<file path="config.mk">
export PLATFORM = sky130hd
export DESIGN_NAME = dac_serial_front
export DESIGN_NICKNAME = d
export VERILOG_FILES = /design/src/rtl/dsf_pkg.sv /design/src/rtl/dsf_sync.sv /design/src/rtl/dsf_frame_rx.sv /design/src/rtl/dsf_regs.sv /design/src/rtl/dsf_readback.sv /design/src/rtl/dac_serial_front.sv
export SDC_FILE = /design/constraint.sdc
export NUM_CORES = 1
export LEC_CHECK = 0
export BUFFER_PORTS_ARGS = -buffer_cell sky130_fd_sc_hd__buf_2
export CORE_UTILIZATION = 45
export DETAILED_ROUTE_END_ITERATION = 10
export PLACE_DENSITY = 0.73
export SYNTH_ARGS = -nofsm -noshare
export SYNTH_HDL_FRONTEND = slang
export SYNTH_HIERARCHICAL = 1
export SYNTH_SLANG_ARGS = --single-unit
</file>
<file path="constraint.sdc">
create_clock -name clk -period 1.85 [get_ports clk]
set_input_delay 0.185 -clock clk [delete_from_list [all_inputs] [get_ports clk]]
set_output_delay 0.185 -clock clk [all_outputs]
set_load 0.02 [all_outputs]
</file>
<file path="src/rtl/dsf_pkg.sv">
package dsf_pkg;
  localparam int CMD_W = 4;

  typedef enum logic [CMD_W-1:0] {
    CMD_NOP      = 4'h0,
    CMD_WR_INPUT = 4'h1,
    CMD_WR_CTRL  = 4'h2,
    CMD_RD_DAC   = 4'h9,
    CMD_RD_CTRL  = 4'hA
  } cmd_e;
endpackage

</file>
<file path="src/rtl/dsf_sync.sv">
module dsf_sync #(
  parameter int W = 1,
  parameter int STAGES = 2,
  parameter logic [W-1:0] RST_VAL = '0
) (
  input  logic         clk,
  input  logic         rst,
  input  logic [W-1:0] d,
  output logic [W-1:0] q
);
  logic [W-1:0] st [STAGES];

  always_ff @(posedge clk) begin
    if (rst) begin
      for (int i = 0; i < STAGES; i++) st[i] <= RST_VAL;
    end else begin
      st[0] <= d;
      for (int i = 1; i < STAGES; i++) st[i] <= st[i-1];
    end
  end

  assign q = st[STAGES-1];
endmodule

</file>
<file path="src/rtl/dsf_frame_rx.sv">
module dsf_frame_rx #(
  parameter int FRAME_W = 16,
  localparam int CNT_W = $clog2(FRAME_W + 1)
) (
  input  logic               clk,
  input  logic               rst,
  input  logic               sclk_s,
  input  logic               sync_s,
  input  logic               sdi_s,
  output logic               frame_start,
  output logic               frame_done,
  output logic [FRAME_W-1:0] frame_word,
  output logic               sclk_rise,
  output logic               sclk_fall,
  output logic               in_frame
);
  localparam logic [CNT_W-1:0] LAST = CNT_W'(FRAME_W - 1);

  logic             sclk_q, sync_q, active;
  logic [CNT_W-1:0] cnt;

  assign sclk_fall = sclk_q & ~sclk_s;
  assign sclk_rise = ~sclk_q & sclk_s;
  assign in_frame  = active;

  always_ff @(posedge clk) begin
    if (rst) begin
      sclk_q      <= 1'b1;
      sync_q      <= 1'b1;
      active      <= 1'b0;
      cnt         <= '0;
      frame_word  <= '0;
      frame_start <= 1'b0;
      frame_done  <= 1'b0;
    end else begin
      sclk_q      <= sclk_s;
      sync_q      <= sync_s;
      frame_start <= 1'b0;
      frame_done  <= 1'b0;
      if (sync_s) begin
        active <= 1'b0;                      // idle or early abort
      end else if (sync_q) begin
        active      <= 1'b1;                 // select just fell
        cnt         <= '0;
        frame_start <= 1'b1;
      end else if (active && sclk_fall) begin
        frame_word <= {frame_word[FRAME_W-2:0], sdi_s};
        cnt        <= cnt + 1'b1;
        if (cnt == LAST) begin
          active     <= 1'b0;                // later edges ignored
          frame_done <= 1'b1;
        end
      end
    end
  end
endmodule

</file>
<file path="src/rtl/dsf_regs.sv">
module dsf_regs
  import dsf_pkg::*;
#(
  parameter int DATA_W = 12,
  localparam int FRAME_W = DATA_W + CMD_W
) (
  input  logic               clk,
  input  logic               rst,
  input  logic               frame_done,
  input  logic [FRAME_W-1:0] frame_word,
  input  logic               ldac_s,
  input  logic               clr_s,
  output logic [DATA_W-1:0]  dac_code,
  output logic [DATA_W-1:0]  ctrl_word,
  output logic               rb_load,
  output logic [FRAME_W-1:0] rb_value,
  output logic               ldac_fall,
  output logic               clr_fall
);
  logic              ldac_q, clr_q;
  logic [DATA_W-1:0] inp;
  cmd_e              cmd;
  logic [DATA_W-1:0] data;

  assign ldac_fall = ldac_q & ~ldac_s;
  assign clr_fall  = clr_q & ~clr_s;
  assign cmd       = cmd_e'(frame_word[FRAME_W-1 -: CMD_W]);
  assign data      = frame_word[DATA_W-1:0];

  always_ff @(posedge clk) begin
    if (rst) begin
      ldac_q    <= 1'b1;
      clr_q     <= 1'b1;
      inp       <= '0;
      dac_code  <= '0;
      ctrl_word <= '0;
      rb_load   <= 1'b0;
      rb_value  <= '0;
    end else begin
      ldac_q  <= ldac_s;
      clr_q   <= clr_s;
      rb_load <= 1'b0;
      if (frame_done) begin
        case (cmd)
          CMD_WR_INPUT: begin
            inp <= data;
            if (!ldac_s && clr_s) dac_code <= data;   // strobe tied low
          end
          CMD_WR_CTRL: ctrl_word <= data;
          CMD_RD_DAC: begin
            rb_load  <= 1'b1;
            rb_value <= FRAME_W'(dac_code);
          end
          CMD_RD_CTRL: begin
            rb_load  <= 1'b1;
            rb_value <= FRAME_W'(ctrl_word);
          end
          default: ;
        endcase
      end else if (ldac_fall && clr_s) begin
        dac_code <= inp;
      end
      if (clr_fall) begin
        inp      <= '0;
        dac_code <= '0;
      end
    end
  end
endmodule

</file>
<file path="src/rtl/dsf_readback.sv">
module dsf_readback #(
  parameter int FRAME_W = 16
) (
  input  logic               clk,
  input  logic               rst,
  input  logic               rb_load,
  input  logic [FRAME_W-1:0] rb_value,
  input  logic               frame_start,
  input  logic               in_frame,
  input  logic               sclk_rise,
  input  logic               sclk_fall,
  output logic               sdo
);
  logic [FRAME_W-1:0] hold, out_sh;
  logic               pending, armed;

  always_ff @(posedge clk) begin
    if (rst) begin
      hold    <= '0;
      out_sh  <= '0;
      pending <= 1'b0;
      armed   <= 1'b0;
    end else begin
      if (frame_start) begin
        out_sh  <= pending ? hold : '0;
        pending <= 1'b0;
        armed   <= 1'b0;
      end else if (!in_frame) begin
        out_sh <= '0;
        armed  <= 1'b0;
      end else begin
        if (sclk_fall) armed <= 1'b1;
        if (sclk_rise && armed) out_sh <= {out_sh[FRAME_W-2:0], 1'b0};
      end
      if (rb_load) begin
        hold    <= rb_value;
        pending <= 1'b1;
      end
    end
  end

  assign sdo = out_sh[FRAME_W-1];
endmodule

</file>
<file path="src/rtl/dac_serial_front.sv">
module dac_serial_front
  import dsf_pkg::*;
#(
  parameter int DATA_W = 12,
  parameter int SYNC_STAGES = 2,
  localparam int FRAME_W = DATA_W + CMD_W
) (
  input  logic              clk,
  input  logic              rst,
  input  logic              sclk,
  input  logic              sync_n,
  input  logic              sdi,
  output logic              sdo,
  input  logic              ldac_n,
  input  logic              clr_n,
  input  logic              over_temp,
  output logic              alarm_n,
  output logic [DATA_W-1:0] dac_code,
  output logic [DATA_W-1:0] ctrl_word
);
  logic               sclk_s, sync_s, sdi_s, ldac_s, clr_s, ot_s;
  logic               frame_start, frame_done, sclk_rise, sclk_fall, in_frame;
  logic [FRAME_W-1:0] frame_word, rb_value;
  logic               rb_load, ldac_fall, clr_fall;

  dsf_sync #(.W(6), .STAGES(SYNC_STAGES), .RST_VAL(6'b110110)) u_sync (
    .clk(clk), .rst(rst),
    .d({sclk, sync_n, sdi, ldac_n, clr_n, over_temp}),
    .q({sclk_s, sync_s, sdi_s, ldac_s, clr_s, ot_s})
  );

  dsf_frame_rx #(.FRAME_W(FRAME_W)) u_rx (
    .clk(clk), .rst(rst), .sclk_s(sclk_s), .sync_s(sync_s), .sdi_s(sdi_s),
    .frame_start(frame_start), .frame_done(frame_done), .frame_word(frame_word),
    .sclk_rise(sclk_rise), .sclk_fall(sclk_fall), .in_frame(in_frame)
  );

  dsf_regs #(.DATA_W(DATA_W)) u_regs (
    .clk(clk), .rst(rst), .frame_done(frame_done), .frame_word(frame_word),
    .ldac_s(ldac_s), .clr_s(clr_s), .dac_code(dac_code), .ctrl_word(ctrl_word),
    .rb_load(rb_load), .rb_value(rb_value), .ldac_fall(ldac_fall), .clr_fall(clr_fall)
  );

  dsf_readback #(.FRAME_W(FRAME_W)) u_rb (
    .clk(clk), .rst(rst), .rb_load(rb_load), .rb_value(rb_value),
    .frame_start(frame_start), .in_frame(in_frame), .sclk_rise(sclk_rise),
    .sclk_fall(sclk_fall), .sdo(sdo)
  );

  always_ff @(posedge clk) begin
    if (rst) alarm_n <= 1'b1;
    else     alarm_n <= ~ot_s;
  end
endmodule

</file>
==> run_summary.xml, run 1 <==
<?xml version="1.0" encoding="UTF-8"?>
<metrics>
  <group name="floorplanning">
    <metric name="io_pins" unit="">34</metric>
    <metric name="die_area" unit="sq um">12200</metric>
    <metric name="floorplan.die.width" unit="microns">111</metric>
    <metric name="rows" unit="">39</metric>
    <metric name="initial_utilization" unit="%">46.2</metric>
    <metric name="core" unit="sq um">11500</metric>
    <metric name="chipHeight" unit="microns">111</metric>
  </group>
  <group name="sta">
    <metric name="grt_setup_unrepaired" unit="">no</metric>
    <metric name="fmaxAchievable" unit="MHz">608</metric>
    <metric name="tns" unit="ps">0</metric>
    <metric name="normalized_max_slew_margin" unit="%">27.7</metric>
    <metric name="setup-violations-final" unit="">0</metric>
    <metric name="drv_slew" unit="">0</metric>
    <metric name="min_period_over_period" unit="%">88.9</metric>
    <metric name="final.min_clock_period" unit="ps">1640</metric>
    <metric name="fin_skew" unit="ps">8.24</metric>
    <metric name="worst-slew-pin-transition" unit="ps">1080</metric>
    <metric name="hold_violations" unit="">0</metric>
    <metric name="fin_hold_ws" unit="ps">115</metric>
  </group>
  <group name="clock_tree">
    <metric name="postCtsResizedCells" unit="">0</metric>
    <metric name="clock-root-buffer" unit="">clkbuf_16</metric>
    <metric name="clkSlewWorstSetupHoldPaths" unit="ps">50</metric>
    <metric name="cts.sinks" unit="">124</metric>
    <metric name="number_of_h_tree_levels" unit="">4</metric>
    <metric name="cts_buffers" unit="">17</metric>
    <metric name="max_buffers_root_to_sink" unit="">2</metric>
    <metric name="worst_skew_pair.late_latency" unit="ps">420</metric>
    <metric name="clock_tree_from_tritoncts" unit="">done</metric>
  </group>
  <group name="worst_setup_path">
    <metric name="path_type_of_the_worst_setup_path" unit="">flip-flop to flip-flop</metric>
    <metric name="worst_ep_arrival_time" unit="ps">1880</metric>
    <metric name="timing.critical_path.to_type" unit="">flip-flop</metric>
    <metric name="critPathLaunchType" unit="">flip-flop</metric>
    <metric name="critical_path_fanout_max" unit="">12</metric>
    <metric name="required" unit="ps">2090</metric>
  </group>
  <group name="place">
    <metric name="dp_hpwl" unit="microns">7540</metric>
    <metric name="place_congestion" unit="">0.813</metric>
    <metric name="port_buffers" unit="">33</metric>
  </group>
  <group name="drt">
    <metric name="drcViolationCount" unit="">0</metric>
    <metric name="num_vias" unit="">4172</metric>
    <metric name="wirelength_per_cell" unit="microns">16.9</metric>
    <metric name="detail_route.wirelength" unit="microns">12000</metric>
    <metric name="drtPass1Iterations" unit="">5</metric>
    <metric name="avgViaCountPerCell" unit="">5.85</metric>
    <metric name="final_antenna_violating_net_count" unit="">0</metric>
    <metric name="dr_iter_0_viols" unit="">287</metric>
  </group>
  <group name="synth">
    <metric name="post_synth_inst_count" unit="">537</metric>
    <metric name="synth.avg_cell_area" unit="sq um">9.87</metric>
    <metric name="syn_area" unit="sq um">5300</metric>
    <metric name="ys_warn_count" unit="">6</metric>
  </group>
  <group name="cells_and_area">
    <metric name="layout.filler_cells" unit="">1037</metric>
    <metric name="syn2layout_area_growth" unit="%">12.9</metric>
    <metric name="finish.net_count" unit="">568</metric>
    <metric name="antenna_cells" unit="">0</metric>
    <metric name="commonest_non_fill_non_tap_cell_in_the_layout" unit="">dfxtp_1</metric>
    <metric name="layout_common_cells" unit="">124 x dfxtp_1, 72 x nand3_1, 42 x a21oi_1</metric>
    <metric name="final_layout_size_suffix_gt1_share" unit="%">22.3</metric>
  </group>
  <group name="pwr">
    <metric name="vdd.ir_drop.worst" unit="mV">0.710</metric>
    <metric name="cellLeakagePower" unit="uW">0.00203</metric>
    <metric name="post-layout-total-power" unit="uW">5850</metric>
    <metric name="power.density_cell_area" unit="nW/um^2">976</metric>
  </group>
  <group name="grt">
    <metric name="first_pass_grt_wire_length" unit="microns">19700</metric>
    <metric name="grt_max_degree" unit="">40</metric>
    <metric name="antenna_found_initial" unit="">0</metric>
    <metric name="vias_in_the_first_global_route" unit="">3968</metric>
    <metric name="grtUsageTotal" unit="%">20.3</metric>
    <metric name="overflow" unit="">0</metric>
  </group>
  <group name="worst_hold_path">
    <metric name="hp-class" unit="">input port to flip-flop</metric>
  </group>
  <group name="status">
    <metric name="result_of_the_run" unit="">finished clean</metric>
  </group>
  <group name="flow_run">
    <metric name="max_cap_viol_count" unit="">0</metric>
  </group>
</metrics>
metrics by stage:
step	area (sq um)	setup WS [ps]	cells	utilization [%]
CTS	5990	223	713	52.2
global placement	5420	259	676	47.2
detailed placement	5420	243	676	47.2
floorplan	5310	325	540	-
finish	5990	206	713	52.2
global route	5990	126	713	52.2
metal layers:
metal / up-vias / track usage (%) / share of wire, %
met5: - / 0 / 0
met4: 0 / 8.36 / 1.6
met3: 18 / 6.37 / 6.2
met2: 146 / 31.0 / 47
met1: 2014 / 26.5 / 45
li1: 1994 / - / -
final timing paths:
check | endpoint | from | slack (ps) | depth (start not counted)
hold reg to reg | alarm_n$_SDFF_PP1_ | u_sync/st[0][6]$_SDFF_PP0_ | 380 | 1
hold / removal | u_sync/st[0][6]$_SDFF_PP0_ | rst | 110 | 2
setup / recovery | u_regs/dac_code[7]$_SDFFE_PP0P_ | u_rx/frame_word[12]$_SDFFE_PP0P_ | 210 | 3
setup reg to reg | u_regs/dac_code[7]$_SDFFE_PP0P_ | u_rx/frame_word[12]$_SDFFE_PP0P_ | 210 | 3
worst max-delay path, stage by stage, from the launching register on:
cell and delay, ps:
dfxtp_1 480, and4bb_4 270, a21o_1 530, a211oi_1 180
power by group:
part	switching [uW]	internal (uW)	total [uW]	leakage [uW]
Clock	1140	1750	2890	0.000252
Sequential	25.5	2710	2730	0.00100
Combinational	141	80.4	221	0.000779
cell type report:
type | instances | area (sq um) | area share (%)
Multi-Input combinational cell | 347 | 2410 | 40.2
Clock buffer | 23 | 468 | 7.81
Tap cell | 143 | 179 | 2.99
Clock inverter | 8 | 45.0 | 0.752
Timing Repair Buffer | 58 | 368 | 6.14
Inverter | 10 | 37.5 | 0.627
Sequential cell | 124 | 2480 | 41.5
flip-flops by register name, indices dropped and copies added (netlist names), 5 cells and up:
signal,cells
u_rb/hold,16
u_rb/out_sh,16
u_regs/ctrl_word,12
u_regs/dac_code,12
u_regs/inp,12
u_regs/rb_value,12
u_rx/cnt,5
u_rx/frame_word,16
u_sync/st,12
timing repair:
item,in CTS,in global routing
hold endpoints to repair,6,0
hold buffers,6,0
buffers inserted,0,0
setup endpoints to repair,0,0
No activity file was read; power rests on OpenSTA's default activity.
==> inputs of run 2 (changes only) <==
- ABC_AREA: default -> 1
==> run_summary.xml, run 2 <==
<?xml version="1.0" encoding="UTF-8"?>
<metrics>
  <group name="drt">
    <metric name="met1_length" unit="microns">5410</metric>
    <metric name="met3_length" unit="microns">623</metric>
    <metric name="final_antenna_violating_net_count" unit="">0</metric>
    <metric name="num_vias" unit="">4469</metric>
    <metric name="avgViaCountPerCell" unit="">4.89</metric>
    <metric name="dr_iter_0_viols" unit="">402</metric>
    <metric name="drcViolationCount" unit="">0</metric>
    <metric name="wirelength_per_cell" unit="microns">12.3</metric>
    <metric name="dr.max_layer_used" unit="">met4</metric>
    <metric name="drtPass1Iterations" unit="">5</metric>
    <metric name="detailroute.wirelength.met2" unit="microns">5100</metric>
    <metric name="detail_route.wirelength" unit="microns">11300</metric>
  </group>
  <group name="grt">
    <metric name="vias_in_the_first_global_route" unit="">3929</metric>
    <metric name="overflow" unit="">0</metric>
    <metric name="antenna_found_initial" unit="">0</metric>
    <metric name="first_pass_grt_wire_length" unit="microns">19200</metric>
    <metric name="grtUsageTotal" unit="%">19.4</metric>
    <metric name="grt_max_degree" unit="">32</metric>
  </group>
  <group name="floorplanning">
    <metric name="rows" unit="">39</metric>
    <metric name="initial_utilization" unit="%">46.4</metric>
    <metric name="io_pins" unit="">34</metric>
    <metric name="floorplan.die.width" unit="microns">111</metric>
    <metric name="core" unit="sq um">11500</metric>
    <metric name="die_area" unit="sq um">12300</metric>
    <metric name="chipHeight" unit="microns">111</metric>
  </group>
  <group name="synth">
    <metric name="post_synth_inst_count" unit="">730</metric>
    <metric name="ys_warn_count" unit="">6</metric>
    <metric name="synth.avg_cell_area" unit="sq um">7.28</metric>
    <metric name="syn_area" unit="sq um">5320</metric>
  </group>
  <group name="worst_setup_path">
    <metric name="critPathLaunchType" unit="">flip-flop</metric>
    <metric name="reg2reg_slack" unit="ps">340</metric>
    <metric name="critical_path_fanout_max" unit="">24</metric>
    <metric name="required" unit="ps">2150</metric>
    <metric name="path_type_of_the_worst_setup_path" unit="">flip-flop to flip-flop</metric>
    <metric name="worst_ep_arrival_time" unit="ps">1810</metric>
    <metric name="timing.critical_path.to_type" unit="">flip-flop</metric>
  </group>
  <group name="place">
    <metric name="detailed_place.area" unit="sq um">5470</metric>
    <metric name="place_congestion" unit="">0.823</metric>
    <metric name="numPlacedInstances" unit="">875</metric>
    <metric name="dp_hpwl" unit="microns">7210</metric>
    <metric name="port_buffers" unit="">33</metric>
  </group>
  <group name="status">
    <metric name="result_of_the_run" unit="">finished clean</metric>
  </group>
  <group name="sta">
    <metric name="setup-violations-final" unit="">0</metric>
    <metric name="fmaxAchievable" unit="MHz">664</metric>
    <metric name="worst-slew-pin-transition" unit="ps">566</metric>
    <metric name="min_period_over_period" unit="%">81.4</metric>
    <metric name="tns" unit="ps">0</metric>
    <metric name="hold_violations" unit="">0</metric>
    <metric name="normalized_max_slew_margin" unit="%">62.2</metric>
    <metric name="fin_skew" unit="ps">9.41</metric>
    <metric name="drv_slew" unit="">0</metric>
    <metric name="final.min_clock_period" unit="ps">1510</metric>
    <metric name="grt_setup_unrepaired" unit="">no</metric>
  </group>
  <group name="worst_hold_path">
    <metric name="hp-class" unit="">input port to flip-flop</metric>
  </group>
  <group name="cells_and_area">
    <metric name="layout.cell_area.non_filler" unit="sq um">6170</metric>
    <metric name="layout.cells.non_filler" unit="">913</metric>
    <metric name="commonest_non_fill_non_tap_cell_in_the_layout" unit="">nor2_1</metric>
    <metric name="layout.filler_cells" unit="">1059</metric>
    <metric name="largest_registers_in_the_final_layout" unit="">u_rb/hold: 16 flops, u_rb/out_sh: 16 flops, u_rx/frame_word: 16 flops</metric>
    <metric name="syn2layout_area_growth" unit="%">16.1</metric>
    <metric name="layout_common_cells" unit="">127 x nor2_1, 124 x dfxtp_1, 121 x nand2_1</metric>
    <metric name="finish.net_count" unit="">767</metric>
    <metric name="final_layout_size_suffix_gt1_share" unit="%">16.0</metric>
    <metric name="antenna_cells" unit="">0</metric>
  </group>
  <group name="clock_tree">
    <metric name="max_buffers_root_to_sink" unit="">2</metric>
    <metric name="cts_setup_buffers" unit="">0</metric>
    <metric name="number_of_h_tree_levels" unit="">4</metric>
    <metric name="cts_buffers" unit="">17</metric>
    <metric name="worst_skew_pair.late_latency" unit="ps">410</metric>
    <metric name="clock-root-buffer" unit="">clkbuf_16</metric>
    <metric name="clock_tree_from_tritoncts" unit="">done</metric>
    <metric name="cts.sinks" unit="">124</metric>
    <metric name="clkSlewWorstSetupHoldPaths" unit="ps">60</metric>
  </group>
  <group name="pwr">
    <metric name="power.density_cell_area" unit="nW/um^2">1060</metric>
    <metric name="cellLeakagePower" unit="uW">0.00275</metric>
    <metric name="vdd.ir_drop.worst" unit="mV">1.17</metric>
  </group>
  <group name="flow_run">
    <metric name="max_cap_viol_count" unit="">0</metric>
  </group>
</metrics>
run 2: power breakdown:
| part | leakage (uW) | switching [uW] | total (uW) | internal, uW |
|---|---|---|---|---|
| sequential | 0.00100 | 21.3 | 2730 | 2710 |
| clock | 0.000310 | 1160 | 3570 | 2420 |
| combinational | 0.00144 | 147 | 229 | 81.3 |
| total | 0.00275 | 1320 | 6530 | 5200 |
run 2: per-stage QoR:
stage	hold slack (ps)	total power, uW	worst slack [ps]	util (%)
detailed placement	365	3000	389	47.7
global placement	356	3000	457	47.7
floorplan	247	2960	654	-
finish	78.6	6530	344	53.8
CTS	78.2	6580	383	53.8
global route	102	6760	215	53.8
run 2: repair_timing:
action / in CTS / in global routing
setup endpoints to repair: 0 / 0
endpoints found under the hold margin: 6 / 0
gates resized for setup: 0 / 0
hold buffers: 6 / 0
run 2: layout make-up:
class | count | area (sq um) | area share (%)
Timing Repair Buffer | 54 | 338 | 5.47
Inverter | 80 | 308 | 4.99
Sequential cell | 124 | 2480 | 40.2
Clock buffer | 20 | 447 | 7.24
Multi-Input combinational cell | 480 | 2230 | 36.1
Clock inverter | 12 | 194 | 3.14
Tap cell | 143 | 179 | 2.90
run 2: routing by layer:
| metal | GRT usage [%] | up-vias |
|---|---|---|
| met2 | 29.9 | 113 |
| met1 | 26.3 | 2002 |
| met3 | 5.41 | 10 |
| met4 | 6.31 | 0 |
| li1 | - | 2344 |
| met5 | 0 | - |
run 2: worst paths after layout:
path | to | cells after the start | start
setup reg to reg | u_regs/dac_code[7]$_SDFFE_PP0P_ | 6 | u_rx/frame_done$_SDFF_PP0_
hold / removal | u_rb/out_sh[0]$_SDFFE_PP0P_ | 2 | rst
setup / recovery | u_regs/dac_code[7]$_SDFFE_PP0P_ | 6 | u_rx/frame_done$_SDFF_PP0_
hold reg to reg | alarm_n$_SDFF_PP1_ | 1 | u_sync/st[0][6]$_SDFF_PP0_
run 2: worst max-delay path, stage by stage (launching register included):
cell and delay (ps):
dfxtp_1 360, inv_1 300, nand2_1 110, nand2_2 370, nand3_1 130, nand2_1 80, nor2_1 40
